**config.mk**
```make
export PLATFORM = sky130hd
export DESIGN_NAME = out_stop_seq
export DESIGN_NICKNAME = d
export VERILOG_FILES = /design/src/rtl/out_stop_pkg.sv /design/src/rtl/out_stop_tmr.sv /design/src/rtl/out_stop_epc.sv /design/src/rtl/out_stop_seq.sv
export SDC_FILE = /design/constraint.sdc
export NUM_CORES = 1
export LEC_CHECK = 0
export ABC_AREA = 1
export BUFFER_PORTS_ARGS = -buffer_cell sky130_fd_sc_hd__buf_2
export CORE_ASPECT_RATIO = 2
export CORE_UTILIZATION = 45
export CTS_CLUSTER_SIZE = 16
export DETAILED_ROUTE_END_ITERATION = 8
export PLACE_DENSITY = 0.82
export SLEW_MARGIN = 20
export SYNTH_ARGS = -nofsm -noshare
export SYNTH_HDL_FRONTEND = slang
export SYNTH_SLANG_ARGS = --single-unit
```
**constraint.sdc**
```tcl
create_clock -name clk_i -period 1.85 [get_ports clk_i]
set_input_delay 0.185 -clock clk_i [delete_from_list [all_inputs] [get_ports clk_i]]
set_output_delay 0.185 -clock clk_i [all_outputs]
set_load 0.005 [all_outputs]
```
**src/rtl/out_stop_pkg.sv**
```systemverilog
package out_stop_pkg;
  localparam int DW = 32;

  // register byte addresses
  localparam int CORE_CTL_ADR = 'h010;
  localparam int GINT_ADR     = 'h014;
  localparam int DEV_CTL_ADR  = 'h080;
  localparam int EP_CTL_BASE  = 'h300;
  localparam int EP_INT_BASE  = 'h308;
  localparam int EP_STRIDE    = 'h20;

  // bit positions the core decodes
  localparam int IDLE_BIT  = 31;
  localparam int FLUSH_BIT = 4;
  localparam int GNAK_BIT  = 9;
  localparam int GNE_BIT   = 7;
  localparam int ENA_BIT   = 31;
  localparam int DIS_BIT   = 30;
  localparam int SNAK_BIT  = 27;
  localparam int EPD_BIT   = 1;

  localparam logic [DW-1:0] ENA_MSK   = DW'(1) << ENA_BIT;
  localparam logic [DW-1:0] DIS_MSK   = (DW'(1) << DIS_BIT) | (DW'(1) << SNAK_BIT);
  localparam logic [DW-1:0] FLUSH_MSK = DW'(1) << FLUSH_BIT;
  localparam logic [DW-1:0] GNAK_MSK  = DW'(1) << GNAK_BIT;
  localparam logic [DW-1:0] GNE_MSK   = DW'(1) << GNE_BIT;
  localparam logic [DW-1:0] EPD_MSK   = DW'(1) << EPD_BIT;

  typedef enum logic [3:0] {
    S_IDLE, S_ENA_WR, S_IDLE_RD, S_FL_RD, S_FL_WR, S_FL_POLL,
    S_GN_WR, S_GN_RD, S_GN_CLR, S_DIS_WR, S_DIS_RD, S_DIS_CLR
  } seq_st_e;
endpackage

```
**src/rtl/out_stop_tmr.sv**
```systemverilog
module out_stop_tmr #(
  parameter int TW = 20
) (
  input  logic          clk_i,
  input  logic          rst_ni,
  input  logic          clr_i,
  input  logic [TW-1:0] limit_i,
  output logic          expired_o
);
  localparam logic [TW-1:0] CNT_MAX = '1;

  logic [TW-1:0] cnt_q;

  always_ff @(posedge clk_i or negedge rst_ni) begin
    if (!rst_ni)               cnt_q <= '0;
    else if (clr_i)            cnt_q <= '0;
    else if (cnt_q != CNT_MAX) cnt_q <= cnt_q + TW'(1);
  end

  assign expired_o = (cnt_q >= limit_i);
endmodule

```
**src/rtl/out_stop_epc.sv**
```systemverilog
module out_stop_epc #(
  parameter int EP_N = 4,
  localparam int EW = (EP_N > 1) ? $clog2(EP_N) : 1
) (
  input  logic          clk_i,
  input  logic          rst_ni,
  input  logic          clr_i,
  input  logic          inc_i,
  output logic [EW-1:0] idx_o,
  output logic          last_o
);
  localparam logic [EW-1:0] LAST_IDX = EW'(EP_N - 1);

  generate
    if (EP_N == 1) begin : g_single
      assign idx_o  = '0;
      assign last_o = 1'b1;
    end else begin : g_multi
      logic [EW-1:0] idx_q;
      always_ff @(posedge clk_i or negedge rst_ni) begin
        if (!rst_ni)                       idx_q <= '0;
        else if (clr_i)                    idx_q <= '0;
        else if (inc_i && idx_q != LAST_IDX) idx_q <= idx_q + EW'(1);
      end
      assign idx_o  = idx_q;
      assign last_o = (idx_q == LAST_IDX);
    end
  endgenerate
endmodule

```
**src/rtl/out_stop_seq.sv**
```systemverilog
module out_stop_seq
  import out_stop_pkg::*;
#(
  parameter int EP_N = 4,
  parameter int AW   = 12,
  parameter int TW   = 20
) (
  input  logic          clk_i,
  input  logic          rst_ni,
  input  logic          start_i,
  input  logic [TW-1:0] tmo_limit_i,
  output logic          busy_o,
  output logic          done_o,
  output logic          fail_o,
  output logic          req_o,
  output logic          we_o,
  output logic [AW-1:0] addr_o,
  output logic [DW-1:0] wdata_o,
  input  logic [DW-1:0] rdata_i,
  input  logic          ack_i
);
  localparam int EW = (EP_N > 1) ? $clog2(EP_N) : 1;

  seq_st_e       state_q, state_d;
  logic          retry_q;
  logic [DW-1:0] rmw_q;
  logic          done_q, fail_q;

  logic          fin, fin_fail, retry_set, rmw_ld;
  logic          tmr_clr, tmr_exp;
  logic          ep_clr, ep_inc, ep_last;
  logic [EW-1:0] ep_idx;
  logic [AW-1:0] ep_off, ctl_adr, int_adr;

  out_stop_tmr #(.TW(TW)) u_tmr (
    .clk_i    (clk_i),
    .rst_ni   (rst_ni),
    .clr_i    (tmr_clr),
    .limit_i  (tmo_limit_i),
    .expired_o(tmr_exp)
  );

  out_stop_epc #(.EP_N(EP_N)) u_epc (
    .clk_i (clk_i),
    .rst_ni(rst_ni),
    .clr_i (ep_clr),
    .inc_i (ep_inc),
    .idx_o (ep_idx),
    .last_o(ep_last)
  );

  assign ep_off  = AW'(ep_idx) * AW'(EP_STRIDE);
  assign ctl_adr = AW'(EP_CTL_BASE) + ep_off;
  assign int_adr = AW'(EP_INT_BASE) + ep_off;

  always_comb begin
    state_d   = state_q;
    fin       = 1'b0;
    fin_fail  = 1'b0;
    retry_set = 1'b0;
    rmw_ld    = 1'b0;
    tmr_clr   = 1'b0;
    ep_clr    = 1'b0;
    ep_inc    = 1'b0;
    unique case (state_q)
      S_IDLE: if (start_i) begin
        state_d = S_ENA_WR;
        ep_clr  = 1'b1;
      end
      S_ENA_WR: if (ack_i) begin
        if (ep_last) state_d = S_IDLE_RD;
        else         ep_inc  = 1'b1;
      end
      S_IDLE_RD: if (ack_i && rdata_i[IDLE_BIT]) state_d = S_FL_RD;
      S_FL_RD: if (ack_i) begin
        rmw_ld  = 1'b1;
        state_d = S_FL_WR;
      end
      S_FL_WR: if (ack_i) begin
        tmr_clr = 1'b1;
        state_d = S_FL_POLL;
      end
      S_FL_POLL: if (ack_i) begin
        if (!rdata_i[FLUSH_BIT]) state_d = S_GN_WR;
        else if (tmr_exp) begin
          if (retry_q) begin
            fin      = 1'b1;
            fin_fail = 1'b1;
          end else begin
            retry_set = 1'b1;
            state_d   = S_FL_RD;
          end
        end
      end
      S_GN_WR: if (ack_i) begin
        tmr_clr = 1'b1;
        state_d = S_GN_RD;
      end
      S_GN_RD: if (ack_i) begin
        if (rdata_i[GNE_BIT]) state_d = S_GN_CLR;
        else if (tmr_exp) begin
          fin      = 1'b1;
          fin_fail = 1'b1;
        end
      end
      S_GN_CLR: if (ack_i) begin
        ep_clr  = 1'b1;
        state_d = S_DIS_WR;
      end
      S_DIS_WR: if (ack_i) begin
        tmr_clr = 1'b1;
        state_d = S_DIS_RD;
      end
      S_DIS_RD: if (ack_i) begin
        if (rdata_i[EPD_BIT]) state_d = S_DIS_CLR;
        else if (tmr_exp) begin
          fin      = 1'b1;
          fin_fail = 1'b1;
        end
      end
      S_DIS_CLR: if (ack_i) begin
        if (ep_last) fin = 1'b1;
        else begin
          ep_inc  = 1'b1;
          state_d = S_DIS_WR;
        end
      end
      default: state_d = S_IDLE;
    endcase
    if (fin) state_d = S_IDLE;
  end

  always_ff @(posedge clk_i or negedge rst_ni) begin
    if (!rst_ni) begin
      state_q <= S_IDLE;
      retry_q <= 1'b0;
      rmw_q   <= '0;
      done_q  <= 1'b0;
      fail_q  <= 1'b0;
    end else begin
      state_q <= state_d;
      done_q  <= fin;
      if (fin) fail_q <= fin_fail;
      if (state_q == S_IDLE && start_i) retry_q <= 1'b0;
      else if (retry_set)               retry_q <= 1'b1;
      if (rmw_ld) rmw_q <= rdata_i;
    end
  end

  // bus command decode, held by state until ack
  always_comb begin
    we_o    = 1'b0;
    addr_o  = '0;
    wdata_o = '0;
    unique case (state_q)
      S_ENA_WR: begin
        we_o = 1'b1; addr_o = ctl_adr; wdata_o = ENA_MSK;
      end
      S_IDLE_RD, S_FL_RD, S_FL_POLL: addr_o = AW'(CORE_CTL_ADR);
      S_FL_WR: begin
        we_o = 1'b1; addr_o = AW'(CORE_CTL_ADR); wdata_o = rmw_q | FLUSH_MSK;
      end
      S_GN_WR: begin
        we_o = 1'b1; addr_o = AW'(DEV_CTL_ADR); wdata_o = GNAK_MSK;
      end
      S_GN_RD: addr_o = AW'(GINT_ADR);
      S_GN_CLR: begin
        we_o = 1'b1; addr_o = AW'(GINT_ADR); wdata_o = GNE_MSK;
      end
      S_DIS_WR: begin
        we_o = 1'b1; addr_o = ctl_adr; wdata_o = DIS_MSK;
      end
      S_DIS_RD: addr_o = int_adr;
      S_DIS_CLR: begin
        we_o = 1'b1; addr_o = int_adr; wdata_o = EPD_MSK;
      end
      default: ;
    endcase
  end

  assign req_o  = (state_q != S_IDLE);
  assign busy_o = (state_q != S_IDLE);
  assign done_o = done_q;
  assign fail_o = fail_q;
endmodule

```
After elaboration in Yosys (flattened, before gate mapping)

Index checks and enable logic that the tools add are counted.

Magnitude comparators: 1
Mux-type cells: 56
Multiply operators: 0
Add/sub/neg operators: 4
Reduce and logical (&&, ||, !) cells: 16
Divide/modulo/power cells: 0
Eq/ne operators: 32
Bitwise operators: 0
Shifts and indexed selects: 0

Operator list:

| kind                    | number |
|---|---|
| $pmux W32 S6            | 1 |
| $mux W4                 | 20 |
| $pmux W11 S5            | 1 |
| $ne A3 B3 Y1 const B    | 16 |
| $pmux W4 S12            | 1 |
| $mux W20                | 2 |
| $mux W1                 | 26 |
| $add A10 B7 Y11 const A | 2 |
| $add A20 B1 Y20 const B | 1 |
| $ge A20 B20 Y1          | 1 |
| $ne A20 B20 Y1 const B  | 1 |
| $reduce_and A18 Y1      | 1 |
| $eq A4 B3 Y1 const B    | 4 |
| $eq A4 B4 Y1 const B    | 4 |
| $eq A4 B2 Y1 const B    | 2 |
| $ne A4 B4 Y1 const B    | 2 |
| $reduce_or A2 Y1        | 4 |
| $reduce_bool A2 Y1      | 3 |
| $reduce_or A6 Y1        | 1 |
| $eq A4 B1 Y1 const B    | 1 |
| $logic_not A4 Y1        | 1 |
| $mux W2                 | 2 |
| $pmux W1 S4             | 1 |
| $reduce_bool A4 Y1      | 1 |
| 8 further kinds         | 10 |

Register bits after elaboration: 61
Memory bits (writable): 0
Memories kept: 0
Bits in latches: 0
Bits in read-only memories: 0

Depth between registers and ports, before layout

Word-level depth: 7
Depth in mapped cells: 16
Mapped depth without buffers: 16

By module

From an unflattened synthesis, not the netlist that was laid out.

Cells, all modules: 560
Area, all modules: 3993.8 um2

Modules (own cells, without submodules):

| module       | cells each | seq. area each (um2) | instances | area each (um2) |
|---|---|---|---|---|
| out_stop_seq | 281        | 950.9                | 1         | 2123.3 |
| out_stop_tmr | 266        | 500.5                | 1         | 1764.2 |
| out_stop_epc | 13         | 50.0                 | 1         | 106.4 |

Worst setup path before layout

OpenSTA, ideal clock, no wires.

Path kind: reg2reg
Start: register u_tmr.cnt_q[19]
End: register state_q[0]
Data arrival time: 1.540 ns
Path slack: 0.185 ns
Cell stages (with the launch flop): 11
Cell sequence: dfrtp_1 -> ha_1 -> nand2_1 -> nor2_1 -> nand2_1 -> nor2_1 -> nand2_1 -> nand4_1 -> nand3_2 -> o21ai_2 -> nor2_1

Longest elaborated chain between the ends: 7
Elaborated cells between the ends (all ways): 30
Those cells by class: order compare (1); eq/ne (18); mux (10); reduce/logical (1)

Ends and longest elaborated chain:

| element                                                              | line                                                         | text |
|---|---|---|
| start, declared                                                      | out_stop_tmr.sv:12                                           | `logic [TW-1:0] cnt_q;` |
| start signal, assigned                                               | out_stop_tmr.sv:17                                           | `else if (cnt_q != CNT_MAX) cnt_q <= cnt_q + TW'(1);` |
| $ge A20 B20 Y1 (*)                                                   | out_stop_tmr.sv:20                                           | `assign expired_o = (cnt_q >= limit_i);` |
| $mux W1, on equally long branches                                    | out_stop_seq.sv:101, out_stop_seq.sv:116, out_stop_seq.sv:85 |  |
| $mux W1, on equally long branches                                    | out_stop_seq.sv:115, out_stop_seq.sv:84, out_stop_seq.sv:100 |  |
| $mux W1, on equally long branches                                    | out_stop_seq.sv:114, out_stop_seq.sv:83, out_stop_seq.sv:99  |  |
| $pmux W1 S4 (*)                                                      | out_stop_seq.sv:65                                           | `unique case (state_q)` |
| net fin                                                              | out_stop_seq.sv:29                                           | `logic fin, fin_fail, retry_set, rmw_ld;` |
| $ne A4 B4 Y1 (no source line) / $ne A3 B3 Y1 (equally long branches) | --                                                           |  |
| $reduce_and A18 Y1 (no source line)                                  | --                                                           |  |
| end signal, assigned                                                 | out_stop_seq.sv:141                                          | `state_q <= state_d;` |
| end, declared                                                        | out_stop_seq.sv:24                                           | `seq_st_e state_q, state_d;` |

Mark *: on every way through the listed nets, which the timed path passes. The rest lies on a longest branch.
A chain may end at the register's enable or synchronous reset.

Worst setup path after layout

Start: register u_tmr.cnt_q[10]
End: register state_q[1]

Longest elaborated chain between the ends: 7
Elaborated cells between the ends (all ways): 30
Those cells by class: order compare (1); eq/ne (18); mux (10); reduce/logical (1)

Ends and longest elaborated chain:

| element                                                              | line |
|---|---|
| $ge A20 B20 Y1 (*)                                                   | out_stop_tmr.sv:20 |
| $mux W1, on equally long branches                                    | out_stop_seq.sv:101, out_stop_seq.sv:116, out_stop_seq.sv:85 |
| $mux W1, on equally long branches                                    | out_stop_seq.sv:115, out_stop_seq.sv:84, out_stop_seq.sv:100 |
| $mux W1, on equally long branches                                    | out_stop_seq.sv:114, out_stop_seq.sv:83, out_stop_seq.sv:99 |
| $pmux W1 S4                                                          | out_stop_seq.sv:65 |
| $ne A4 B4 Y1 (no source line) / $ne A3 B3 Y1 (equally long branches) | -- |
| $reduce_and A18 Y1 (no source line)                                  | -- |

Mark *: on every way between the ends. The rest lies on a longest branch, timed or not.

==> flow_summary.ini <==
[synthesis]
synth.area.mux_share_pct = 1.46
synth-adder-area-share_pct = 7.12
synth.distinct_cells = 40
avgSynthCellArea_um2 = 7.12
synth_top_area_cell = dfrtp_1
yosys_warnings = 0
syn_area_um2 = 3870
synth_xor_area_share_pct = 0.453
synth_top_family_by_area = simple AND/OR/NAND/NOR gates
synthTopCellsByArea = dfrtp_1 39%, nand2_1 11%, inv_1 8.8%, nor2_1 8.4%, ha_1 7.1%
synth-compound-area-share_pct = 12.0
synth_edf_count = 0
synth-main-ff-cell = dfrtp_1
synthCells = 543
async_reset_ff_share_pct = 100
ys_ff_latch = 60
yosysTopAreaCellShare_pct = 38.8
yosysSeqAreaShare_pct = 38.8
synthSimpleGateAreaFrac_pct = 27.8

[cells_and_area]
multi_input_area_um2 = 2200
n_antenna_cell = 0
syn_to_final_growth_pct = 38.7
drive_gt1_share_pct = 35.6
nNetsFinal = 758
regArea_um2 = 1510
finalInstanceArea_um2 = 5360
num-fill-cells = 698
postLayoutCoreUtil_pct = 64.7

[global_routing]
gr-usage-met3_pct = 4.40
met2_usage_pct = 45.2
busiest_layer = met2
grt_pass1_wl_mm = 16.4
grt_overflow_total = 0
grt_use_total_pct = 24.2
grt_use_met1_pct = 21.9
grt_max_degree = 58
grt_pass1_vias = 3957
antenna_found_initial = 0

[detailed_routing]
drc = 0
drt.antenna.violating_nets = 0
dr.pass1.iters = 8
routedWlPerCell_um = 14.3
vias_per_cell = 5.18
initialDrtViolationCount = 268
drt_wl_total_mm = 11.2
vias = 4059

[critical_path]
critPathLaunchType = flop
slowest_delay_ns = 0.39
worstSetupEndpointType = flop
worstPathMaxFanout = 5
crit_type = reg2reg
cp.arrival_ns = 2.13
crit_path_top_delay_cell = dfrtp_1
crit_required_ns = 2.11
critPathTopFamily = simple AND/OR/NAND/NOR gates
r2r_slack_ns = -0.02
crit_chain = ha_1, nand2_1, a21oi_1, nor2_2, nand2_2, a21oi_2, nand3_4, nand2_4, nand2_1, a21oi_2
critPathBufInv = 0

[clock_network]
insertion_delay_ns = 0.34
cts_buffer_depth = 2
cts_inserted_buffers = 9
clock-sinks = 60
path_clk_slew_ns = 0.06
cts_tree = built
htreeDepth = 3
clockRootBuffer = clkbuf_16

[timing]
maxSlewViolCount = 0
finalSetupTns_ns = -0.0227
fin_crit_ns = 1.87
slew_headroom_pct = 63.1
rsz0062_at_grt = true
period_share_pct = 101
finClkSkew_ns = 0.00577
setup_viol = 2
fmax_mhz = 535
layout_setup_ws_ns = -0.0198
hold_viol_final = 0
tightest_slew_ns = 0.554

[floorplanning]
dieArea_um2 = 8990
num_rows = 47
die-height_um = 133
die_x_um = 67.5
core_area_um2 = 8290
io_pins = 105
initial_core_util_pct = 46.6

[hold_path]
min-delay-path-class = in2reg

[run]
drv_cap = 0

[power_and_ir_drop]
fin_total_pwr_mw = 6.79
p_leak_nw = 2.98
power_density_nw_per_um2 = 1270
peakVddDrop_mv = 0.765

[place]
port_buffers = 100
place_area_um2 = 4610
place_congestion = 0.922
hpwl_mm = 7.92

[outcome]
violations = negative setup slack
outcome = finished with violations
==> power breakdown <==
group          leakage [nW]  internal (mW)  switching [mW]
clock network         0.142           1.05           0.631
registers             0.716           1.78           0.304
logic                  2.12           1.27            1.75
total                  2.98           4.10            2.69
==> state kept, by name (all words and copies together) (netlist names) <==
register / count
rmw_q: 31
u_tmr.cnt_q: 20
state_q: 4
u_epc.idx_o: 2
done_o: 1
fail_o: 1
retry_q: 1
==> kinds of logic after synthesis <==
| logic type | after synthesis |
|---|---|
| AO/OA/AOI/OAI | 84 |
| buffers and inverters | 117 |
| other | 1 |
| adder cells (fa/ha/maj) | 22 |
| flip-flops | 60 |
| XOR/XNOR | 2 |
| multiplexers | 5 |
| AND/OR/NAND/NOR | 252 |
==> area by class of cell <==
cell class | count | share of cell area [%]
clock inverters | 7 | 1.42
well taps | 98 | 2.29
inverters | 99 | 6.98
multi-input cells | 369 | 41.0
flip-flops and latches | 60 | 28.2
clock buffers | 9 | 4.20
repair buffers | 141 | 16.0
==> cells in the final DEF, fill, tap and decap left out, types with 11 or more instances in the layout <==
cell	count
nor2_4	11
nand2_1	92
buf_2	100
nor2_1	80
nand3_1	17
buf_4	35
a21oi_1	44
ha_1	12
inv_1	88
nand2_2	22
dfrtp_1	53
==> through the flow <==
step | instances | hold WS, ns | setup slack (ns)
global placement | 751 | 0.182 | 0.0228
CTS | 769 | 0.0858 | 0.00614
detailed placement | 751 | 0.193 | -0.0580
global route | 783 | 0.0940 | -0.0909
finish | 783 | 0.0940 | -0.0198
floorplan | 546 | -0.111 | 0.185
==> final timing paths <==
check,start,end,cells past startpoint
setup / recovery,u_tmr.cnt_q[10]$_DFFE_PN0P_,state_q[1]$_DFFE_PN0P_,10
hold / removal,rdata_i[27],rmw_q[27]$_DFFE_PN0P_,2
setup reg to reg,u_tmr.cnt_q[10]$_DFFE_PN0P_,state_q[1]$_DFFE_PN0P_,10
hold reg to reg,rmw_q[1]$_DFFE_PN0P_,rmw_q[1]$_DFFE_PN0P_,2
max in group asynchronous,rst_ni,rmw_q[29]$_DFFE_PN0P_,3
min in group asynchronous,rst_ni,rmw_q[31]$_DFFE_PN0P_,2
==> what timing repair did <==
| action | 4_1_cts | 5_1_grt |
|---|---|---|
| hold endpoints to repair | 20 | 0 |
| endpoints found under the setup margin | 31 | 48 |
| pin swaps | 1 | 25 |
| resized for setup | 9 | 61 |
| setup buffers | 1 | 15 |
| cloned | 0 | 0 |
| hold buffers | 1 | 0 |
==> cells in the mapped netlist, types with 2 or more instances <==
library cell	instances
a21oi_1	48
a31oi_1	3
buf_2	8
buf_4	6
clkbuf_1	4
dfrtp_1	60
ha_1	22
inv_1	91
inv_2	8
mux2_2	5
nand2_1	111
nand2_2	4
nand3_1	20
nand4_1	7
nor2_1	87
nor2_2	7
nor2_4	3
nor3_1	4
o211ai_1	3
o21ai_0	10
o21ai_1	10
o21bai_1	2
or2_2	3
==> worst reg2reg max path, cell delays in order (launching register included) <==
cell     delay, ns
dfrtp_1       0.39
ha_1          0.28
nand2_1       0.13
a21oi_1       0.09
nor2_2        0.17
nand2_2       0.09
a21oi_2       0.18
nand3_4       0.13
nand2_4       0.11
nand2_1       0.08
a21oi_2       0.13
==> metal layers <==
layer	vias to the layer above	wire (µm)
met5	-	0
met4	0	580
met3	43	545
met2	166	6200
met1	1873	3890
li1	1977	-
Note: power is estimated with default switching activity, not from simulation.
